### src/rtl/bsd_sd_pkg.sv
package bsd_sd_pkg;

  // Transfer/remainder pair chosen by one digit position.
  typedef struct packed {
    logic signed [1:0] c;
    logic signed [1:0] s;
  } xfer_t;

  // Value of a digit carried on two equal-weight rails.
  function automatic logic signed [1:0] dig_value(input logic up, input logic dn);
    logic signed [1:0] u;
    logic signed [1:0] d;
    u = $signed({1'b0, up});
    d = $signed({1'b0, dn});
    return u - d;
  endfunction

  // Canonical rails {up, dn} for a value in -1..+1; anything else maps to 00.
  function automatic logic [1:0] dig_encode(input logic signed [2:0] v);
    logic [1:0] r;
    case (v)
      3'sd1:   r = 2'b10;
      -3'sd1:  r = 2'b01;
      default: r = 2'b00;
    endcase
    return r;
  endfunction

  // Digit is non-negative unless only its down rail is set.
  function automatic logic dig_nonneg(input logic up, input logic dn);
    return ~(dn & ~up);
  endfunction

  // Choice of transfer and remainder from the local pair sum and the lower context.
  function automatic xfer_t xfer_rule(input logic signed [2:0] pair_sum, input logic low_nonneg);
    xfer_t r;
    r.c = 2'sd0;
    r.s = 2'sd0;
    case (pair_sum)
      3'sd2:  r.c = 2'sd1;
      -3'sd2: r.c = -2'sd1;
      3'sd1: begin
        if (low_nonneg) begin
          r.c = 2'sd1;
          r.s = -2'sd1;
        end else begin
          r.c = 2'sd0;
          r.s = 2'sd1;
        end
      end
      -3'sd1: begin
        if (low_nonneg) begin
          r.c = 2'sd0;
          r.s = -2'sd1;
        end else begin
          r.c = -2'sd1;
          r.s = 2'sd1;
        end
      end
      default: begin
        r.c = 2'sd0;
        r.s = 2'sd0;
      end
    endcase
    return r;
  endfunction

endpackage

### src/rtl/bsd_pair_sum.sv
module bsd_pair_sum
  import bsd_sd_pkg::*;
(
  input  logic              a_up,
  input  logic              a_dn,
  input  logic              b_up,
  input  logic              b_dn,
  output logic signed [2:0] pair_sum
);
  logic signed [1:0] va;
  logic signed [1:0] vb;

  assign va = dig_value(a_up, a_dn);
  assign vb = dig_value(b_up, b_dn);
  assign pair_sum = $signed({va[1], va}) + $signed({vb[1], vb});
endmodule

### src/rtl/bsd_xfer_cell.sv
module bsd_xfer_cell
  import bsd_sd_pkg::*;
(
  input  logic signed [2:0] pair_sum,
  input  logic              lo_a_up,
  input  logic              lo_a_dn,
  input  logic              lo_b_up,
  input  logic              lo_b_dn,
  output logic signed [1:0] xfer_c,
  output logic signed [1:0] xfer_s
);
  logic  low_nn;
  xfer_t pick;

  // Lower context: both digits one position down are >= 0.
  assign low_nn = dig_nonneg(lo_a_up, lo_a_dn) & dig_nonneg(lo_b_up, lo_b_dn);
  assign pick   = xfer_rule(pair_sum, low_nn);
  assign xfer_c = pick.c;
  assign xfer_s = pick.s;
endmodule

### src/rtl/bsd_merge_cell.sv
module bsd_merge_cell
  import bsd_sd_pkg::*;
(
  input  logic signed [1:0] rem_s,
  input  logic signed [1:0] carry_lo,
  output logic              z_up,
  output logic              z_dn
);
  logic signed [2:0] total;

  assign total        = $signed({rem_s[1], rem_s}) + $signed({carry_lo[1], carry_lo});
  assign {z_up, z_dn} = dig_encode(total);
endmodule

### src/rtl/bsd_cf_adder.sv
module bsd_cf_adder
  import bsd_sd_pkg::*;
#(
  parameter int unsigned DIGITS = 16
) (
  input  logic [DIGITS-1:0] a_pos,
  input  logic [DIGITS-1:0] a_neg,
  input  logic [DIGITS-1:0] b_pos,
  input  logic [DIGITS-1:0] b_neg,
  input  logic              cin_pos,
  input  logic              cin_neg,
  output logic [DIGITS:0]   sum_pos,
  output logic [DIGITS:0]   sum_neg
);
  localparam int unsigned RES_DIGITS = DIGITS + 1;

  // Named internal nets, observed by the bound checker.
  logic [DIGITS-1:0][2:0]     pair_sum;
  logic [DIGITS-1:0]          lo_a_up;
  logic [DIGITS-1:0]          lo_a_dn;
  logic [DIGITS-1:0]          lo_b_up;
  logic [DIGITS-1:0]          lo_b_dn;
  logic [DIGITS-1:0][1:0]     xfer_s;
  logic [RES_DIGITS-1:0][1:0] carry_v;   // carry_v[i]: transfer arriving at position i

  assign carry_v[0] = dig_value(cin_pos, cin_neg);

  for (genvar i = 0; i < DIGITS; i++) begin : g_pos
    if (i == 0) begin : g_low
      assign lo_a_up[i] = cin_pos;
      assign lo_a_dn[i] = cin_neg;
      assign lo_b_up[i] = 1'b0;
      assign lo_b_dn[i] = 1'b0;
    end else begin : g_mid
      assign lo_a_up[i] = a_pos[i-1];
      assign lo_a_dn[i] = a_neg[i-1];
      assign lo_b_up[i] = b_pos[i-1];
      assign lo_b_dn[i] = b_neg[i-1];
    end

    bsd_pair_sum u_sum (
      .a_up     (a_pos[i]),
      .a_dn     (a_neg[i]),
      .b_up     (b_pos[i]),
      .b_dn     (b_neg[i]),
      .pair_sum (pair_sum[i])
    );

    bsd_xfer_cell u_xfer (
      .pair_sum (pair_sum[i]),
      .lo_a_up  (lo_a_up[i]),
      .lo_a_dn  (lo_a_dn[i]),
      .lo_b_up  (lo_b_up[i]),
      .lo_b_dn  (lo_b_dn[i]),
      .xfer_c   (carry_v[i+1]),
      .xfer_s   (xfer_s[i])
    );

    bsd_merge_cell u_merge (
      .rem_s    (xfer_s[i]),
      .carry_lo (carry_v[i]),
      .z_up     (sum_pos[i]),
      .z_dn     (sum_neg[i])
    );
  end

  // Top result digit is the transfer leaving the top position.
  assign {sum_pos[DIGITS], sum_neg[DIGITS]} =
    dig_encode($signed({carry_v[DIGITS][1], carry_v[DIGITS]}));
endmodule

### config.mk
export PLATFORM = sky130hd
export DESIGN_NAME = bsd_cf_adder
export DESIGN_NICKNAME = d
export VERILOG_FILES = /design/src/rtl/bsd_sd_pkg.sv /design/src/rtl/bsd_pair_sum.sv /design/src/rtl/bsd_xfer_cell.sv /design/src/rtl/bsd_merge_cell.sv /design/src/rtl/bsd_cf_adder.sv
export SDC_FILE = /design/constraint.sdc
export NUM_CORES = 1
export LEC_CHECK = 0
export BUFFER_PORTS_ARGS = -buffer_cell sky130_fd_sc_hd__buf_4
export CAP_MARGIN = 20
export CORE_MARGIN = 10
export CORE_UTILIZATION = 45
export DETAILED_ROUTE_END_ITERATION = 7
export PLACE_DENSITY = 0.68
export SLEW_MARGIN = 20
export SYNTH_ARGS = -nofsm -noshare
export SYNTH_HDL_FRONTEND = slang
export SYNTH_SLANG_ARGS = --single-unit
### constraint.sdc
create_clock -name vclk -period 9.1
set_clock_uncertainty 0.1 [all_clocks]
set_input_delay 1.365 -clock vclk [all_inputs]
set_output_delay 1.365 -clock vclk [all_outputs]
set_load 0.02 [all_outputs]
==> Yosys cells after proc, flatten, opt, wreduce, memory -nomap -nowiden <==
Cells that the tools add are included.
{ "classes": {"n_addsub": 65, "eq_ne": 98, "n_mux": 81, "bitwise": 107} }
{ "ops": {"columns": ["cell", "n"], "rows": [
  ["$eq A3 B3 Y1 const B", 49],
  ["$pmux W2 S2", 33],
  ["$pmux W2 S4", 16],
  ["$eq A3 B1 Y1 const B", 33],
  ["$add A2 B2 Y3", 32],
  ["$sub A1 B1 Y2", 33],
  ["$mux W4", 16],
  ["$not A1 Y1", 61],
  ["$eq A3 B2 Y1 const B", 16],
  ["$mux W3", 16],
  ["$and A1 B1 Y1", 46]
]} }
{ "word_totals": {"reg_bits": 0, "input_bits": 66, "output_inout_bits": 34, "wordCells": 351} }

==> Longest topological paths before layout <==
Gate-level depths: netlist (run 1).
{ "logic_depth": {"depth_word": 9, "depth_mapped": 14, "mapped_depth_nobuf": 13} }

==> By module <==
Synthesis (run 1) repeated with hierarchy kept, for this count alone.
{ "hier_totals": {"hier_cells": 470, "area_unflattened_um2": 3823.7} }
{ "modules_own_cells": {"columns": ["mod", "instances", "cells_per_inst", "area_each_um2"], "rows": [
  ["bsd_pair_sum", 16, 10, 80.1],
  ["bsd_xfer_cell", 16, 12, 78.8],
  ["bsd_merge_cell", 16, 7, 77.6],
  ["bsd_cf_adder", 1, 6, 40.0]
]} }

==> Least setup slack after synthesis (run 1) <==
OpenSTA, ideal clock, no wires.
{ "synth_path": {"kind": "input to output", "from": "input b_pos[8]", "to": "output sum_neg[9]", "arrival_time_ns": 3.690, "slack_ns": 3.945, "cell_stages": 13, "path_buffers": 1, "cell_sequence": "inv_1 -> ha_1 -> inv_1 -> ha_1 -> inv_1 -> fa_1 -> nand2b_1 -> o221ai_1 -> ha_1 -> inv_1 -> fa_1 -> and3b_1 -> buf_4"} }
{ "synth_via": {"elab_chain_cells": 9} }
{ "synth_rtl": {"columns": ["item", "line_no", "text"], "rows": [
  ["start: declaration", "bsd_cf_adder.sv:8", "input logic [DIGITS-1:0] b_pos,"],
  ["branches (longest 6 deep; another with $add A2 B2 Y3)", null, null],
  ["$add A2 B2 Y3 (*)", "bsd_merge_cell.sv:11", "assign total = $signed({rem_s[1], rem_s}) + $signed({carry_lo[1], carry_lo});"],
  ["$eq A3 B3 Y1 or $eq A3 B1 Y1 (tied branches)", "bsd_sd_pkg.sv:21", "case (v)"],
  ["$pmux W2 S2 (*)", "bsd_sd_pkg.sv:21", null],
  ["end: declaration", "bsd_cf_adder.sv:13", "output logic [DIGITS:0] sum_neg"]
]} }
Every way passes the cells marked *.

==> Worst setup path after layout (run 1) <==
{ "layout_path": {"from": "input b_pos[8]", "to": "output sum_pos[8]"} }
{ "layout_via": {"elab_chain_cells": 7} }
{ "layout_rtl": {"columns": ["item", "line_no", "text"], "rows": [
  ["$sub A1 B1 Y2 (*)", "bsd_sd_pkg.sv:15", "return u - d;"],
  ["$add A2 B2 Y3 (*)", "bsd_pair_sum.sv:15", "assign pair_sum = $signed({va[1], va}) + $signed({vb[1], vb});"],
  ["$eq A3 B3 Y1 or $eq A3 B1 Y1 (tied branches)", "bsd_sd_pkg.sv:39", "case (pair_sum)"],
  ["$pmux W2 S2 (*)", "bsd_sd_pkg.sv:39", null],
  ["$add A2 B2 Y3 (*)", "bsd_merge_cell.sv:11", null],
  ["$eq A3 B3 Y1 or $eq A3 B1 Y1 (tied branches)", "bsd_sd_pkg.sv:21", null],
  ["$pmux W2 S2 (*)", "bsd_sd_pkg.sv:21", null],
  ["end: declaration", "bsd_cf_adder.sv:12", "output logic [DIGITS:0] sum_pos,"]
]} }
Mark *: on every way between the ends. The rest lies on a longest branch, timed or not.

==> impl_metrics.yaml, run 1 <==
run_status:
  status: "finished clean"
grt:
  grt_pass1_wl_um: 11500
  antenna_found_initial: 0
  grt.overflow.total: 0
  grt_pass1_vias: 2873
  grt_max_degree: 6
  grt_use_total_pct: 10.9
yosys:
  syn_avg_cell_area_um2: 7.89
  yosys.area.top_type: "ha_1"
  netlist-cell-type-count: 20
  synth_fp_nets: 652
  synth_area_leaders: "ha_1 33%, fa_1 18%, inv_1 11%"
  syn-instance-count: 459
  seq_area_frac_synth_pct: 0
  syn_area_mm2: 0.00362
  ys_warn_count: 0
  synth_top_area_share_pct: 32.8
placed_design:
  hpwlAfterDp_um: 6570
  placedCellCount: 629
  port_buffers: 100
  gp_congestion: 0.770
critical_path:
  crit_chain: "buf_4 -> inv_1 -> ha_1 -> inv_1 -> ha_1 -> inv_1 -> fa_1 -> xor2_1 -> and2_1 -> ha_1 -> inv_1 -> fa_1 -> and3b_1 -> buf_4"
  crit_family: "adder cells"
  cpMaxStageDelayCell: "fa_1"
  cp_max_fo: 4
  cp.required_ns: 7.64
  cp-end-kind: "output port"
  max_stage_delay_ns: 0.54
  cp_data_arrival_time_ns: 3.92
  path_buf_inv: 6
  cp-start-kind: "input port"
  worstSetupPathDepth: 14
  crit_top_cell: "inv_1"
  worstSetupPathType: "input port to output port"
layout:
  multi_input_area_mm2: 0.00297
  fillCellCount: 758
  drive_gt1_share_pct: 19.0
  finalNetCount: 722
  finalNonFillerCells: 629
  seq_cell_count: 0
  areaGrowthSynthToFinish_pct: 17.6
  ff_latch_area_um2: 0
  n_antenna_cell: 0
  layout_common_cells: "109 x inv_1, 100 x buf_4, 95 x ha_1, 37 x nor2_1, 32 x fa_1"
  nClkBuffers: 0
  final_common_cell: "inv_1"
routing:
  viasPerCell: 4.60
  vias: 2896
  drcViolationCount: 0
  antenna_left: 0
  avgRoutedWirePerCell_um: 10.9
  drt-initial-drc-count: 34
  drt_wl_total_um: 6840
  first_pass_iters: 4
sta:
  maxClockFrequency_ghz: 0.186
  worstMarginPinSlew_ns: 0.286
  finalCritPeriodShare_pct: 59.1
  finalMaxSlewViolations: 0
  setup_viol: 0
  finalHoldViolCount: 0
  setup-tns-final_ns: 0
  relSlewSlack_pct: 80.8
  grt_setup_unrepaired: "no"
  fin_crit_ns: 5.38
  whs_ns: 3.23
clocking:
  postCtsSetupBuffers: 0
  cts_resized: 0
  hold_buffers: 0
floorplan:
  io_pins: 100
  die_w_um: 110
  initial_utilization_pct: 46.6
  core_area_mm2: 0.00777
  die_h_um: 110
  row_count: 32
  die_area_mm2: 0.0120
run:
  max_cap_violations: 0
pwr:
  cellPowerDensity_mw_per_mm2: 115
  ir_drop_uv: 66.6
  p_leak_nw: 2.51
hold_path:
  min_path_type: "input port to output port"
  hold_depth: 5
-- power breakdown --
group / switching [mW] / leakage (nW) / internal [mW]
registers: 0 / 0 / 0
logic: 0.262 / 2.51 / 0.227
clock network: 0 / 0 / 0
total: 0.262 / 2.51 / 0.227
-- kinds of logic (layout without fill, tap and decap cells) --
group                    Yosys count  count (layout)  synth area share [%]
AND/OR/NAND/NOR                  143             143                  21.6
buffers and inverters            141             209                  17.9
adder cells (fa/ha/maj)          127             127                  50.5
AO/OA/AOI/OAI                     31              31                  5.84
XOR/XNOR                          16              16                  3.87
multiplexers                       1               1                 0.276
-- cells in the mapped netlist --
cell type and n:
xor2_1 16, ha_1 95, mux2i_1 1, nand2_1 31, a21oi_1 8, buf_4 32, inv_1 109, nor2b_1 2
o2bb2ai_1 8, nand2b_1 16, nor2_1 37, o221ai_1 6, nand4b_1 6, and3b_1 18, a31o_1 1, and3_1 15
fa_1 32, o21ai_0 8, and2_1 16, nor3_1 2
-- area by class of cell --
type               count  area share [%]
inverters            109            9.60
multi-input cells    318            69.8
well taps            102            3.00
repair buffers       100            17.6
-- metal layers --
layer / wire [um] / track usage, % / share of wire, % / vias up
met5: 0 / 0 / 0 / -
li1: - / - / - / 1546
met2: 3560 / 21.4 / 52 / 51
met3: 336 / 1.35 / 4.9 / 0
met4: 0 / 0 / 0 / 0
met1: 2950 / 13.0 / 43 / 1299
-- through the flow --
stage                     area (um2)  utilization [%]  setup WS, ns  power, mW
after floorplan                 3620                -          3.95      0.399
after global placement          4260             54.8          3.74      0.480
after detailed placement        4260             54.8          3.67      0.496
after CTS                       4260             54.8          3.66      0.499
after global routing            4260             54.8          3.51      0.561
final                           4260             54.8          3.72      0.488
-- path summary, 6_finish.rpt --
path,from,to,slack (ns)
worst min-delay path,b_neg[14],sum_neg[16],3.23
worst max-delay path,b_pos[8],sum_pos[8],3.72
(Power assumes the default switching activity.)
==> run 2: changes to the inputs <==
Settings changed: ABC_AREA set to 1.
Clock period 9.1 ns to 5.59 ns, I/O delays scaled along.
==> impl_metrics.yaml, run 2 <==
yosys:
  yosysMostFrequentCell: "inv_1"
  synth_fp_nets: 806
  synth_commonest_cells: "167 x inv_1, 137 x nand2_1, 95 x ha_1"
  syn_avg_cell_area_um2: 6.38
  syn_area_mm2: 0.00391
  synth_area_leaders: "ha_1 30%, fa_1 16%, inv_1 16%"
  ys_warn_count: 0
  yosys.area.top_type: "ha_1"
  synth_top_area_share_pct: 30.4
  syn-instance-count: 613
  netlist-cell-type-count: 23
  seq_area_frac_synth_pct: 0
floorplan:
  core_area_mm2: 0.00834
  die_h_um: 113
  die_w_um: 113
  initial_utilization_pct: 46.9
  row_count: 33
  io_pins: 100
  die_area_mm2: 0.0128
layout:
  stdcell_area_mm2: 0.00455
  areaGrowthSynthToFinish_pct: 16.4
  drive_gt1_share_pct: 15.9
  finalNonFillerCells: 786
  finalNetCount: 876
  final_common_cell: "inv_1"
  layout_common_cells: "167 x inv_1, 137 x nand2_1, 100 x buf_4, 95 x ha_1, 86 x nor2_1"
  seq_cell_count: 0
  nClkBuffers: 0
  n_antenna_cell: 0
  ff_latch_area_um2: 0
grt:
  grt_use_total_pct: 12.0
  grt_max_degree: 7
  grt.overflow.total: 0
  antenna_found_initial: 0
  grt_pass1_vias: 3492
  grt_pass1_wl_um: 14000
placed_design:
  hpwlAfterDp_um: 7490
  gp_congestion: 0.813
  placed_cell_area_mm2: 0.00455
  port_buffers: 100
  placedCellCount: 786
run:
  max_cap_violations: 0
routing:
  antenna_left: 0
  wl_met1_um: 3500
  drcViolationCount: 0
  vias: 3489
  top_layer: "met3"
  wl_met2_um: 3860
  wl_met3_um: 451
  first_pass_iters: 4
  viasPerCell: 4.44
  drt_wl_total_um: 7810
  avgRoutedWirePerCell_um: 9.94
  drt-initial-drc-count: 103
sta:
  setup-tns-final_ns: 0
  fin_crit_ns: 4.32
  maxClockFrequency_ghz: 0.231
  finalHoldViolCount: 0
  finalCritPeriodShare_pct: 77.3
  worstMarginPinSlew_ns: 0.256
  setup_viol: 0
  grt_setup_unrepaired: "no"
  relSlewSlack_pct: 82.8
  whs_ns: 2.14
  finalMaxSlewViolations: 0
critical_path:
  cp.required_ns: 4.65
  path_buf_inv: 6
  cp_data_arrival_time_ns: 3.38
  cp-start-kind: "input port"
  cp-end-kind: "output port"
  crit_top_cell: "inv_1"
  worstSetupPathType: "input port to output port"
  cp_max_fo: 3
  crit_chain: "buf_4 -> inv_1 -> ha_1 -> inv_1 -> ha_1 -> fa_1 -> inv_1 -> or2_1 -> nand3_1 -> ha_1 -> inv_1 -> fa_1 -> nand2_1 -> nor2_1 -> buf_4"
  crit_family: "adder cells"
  cpMaxStageDelayCell: "fa_1"
  max_stage_delay_ns: 0.53
run_status:
  status: "finished clean"
clocking:
  hold_buffers: 0
  postCtsSetupBuffers: 0
  cts_resized: 0
pwr:
  ir_drop_uv: 105
  p_leak_nw: 2.91
  cellPowerDensity_mw_per_mm2: 188
hold_path:
  min_path_type: "input port to output port"
[run 2: worst paths after layout]
kind / from / to / depth (start not counted)
max: b_pos[9] / sum_pos[10] / 15
min: b_neg[14] / sum_pos[16] / 5
[run 2: area by class of cell]
| type | instances | area, um2 |
|---|---|---|
| Multi-Input combinational cell | 413 | 3040 |
| Inverter | 168 | 631 |
| Tap cell | 105 | 131 |
| Timing Repair Buffer | 100 | 751 |
| Fill cell | 842 | 3790 |
[run 2: per-stage QoR]
stage | worst slack (ns) | util, % | power (mW)
2_1_floorplan | 1.49 | - | 0.699
3_3_place_gp | 1.32 | 54.6 | 0.836
3_5_place_dp | 1.24 | 54.6 | 0.864
4_1_cts | 1.24 | 54.6 | 0.868
5_1_grt | 1.09 | 54.6 | 0.989
6_report | 1.27 | 54.6 | 0.855
[run 2: metal layers]
| layer | vias up | GRT usage [%] |
|---|---|---|
| li1 | 1907 | - |
| met5 | - | 0 |
| met3 | 0 | 2.17 |
| met4 | 0 | 0 |
| met1 | 1522 | 14.2 |
| met2 | 60 | 23.1 |
[run 2: power breakdown]
| part | internal [mW] | switching, mW |
|---|---|---|
| Sequential | 0 | 0 |
| Clock | 0 | 0 |
| Combinational | 0.362 | 0.493 |
| Total | 0.362 | 0.493 |
[run 2: cells by family (layout without fill, tap and decap cells)]
family	after synthesis	in the layout	synth area share, %
buffers and inverters	200	268	22.3
adders and majority gates	127	127	46.8
and+or+nand+nor	257	257	26.1
AOI/OAI and AO/OA	26	26	4.16
xor gates and xnor gates	3	3	0.672
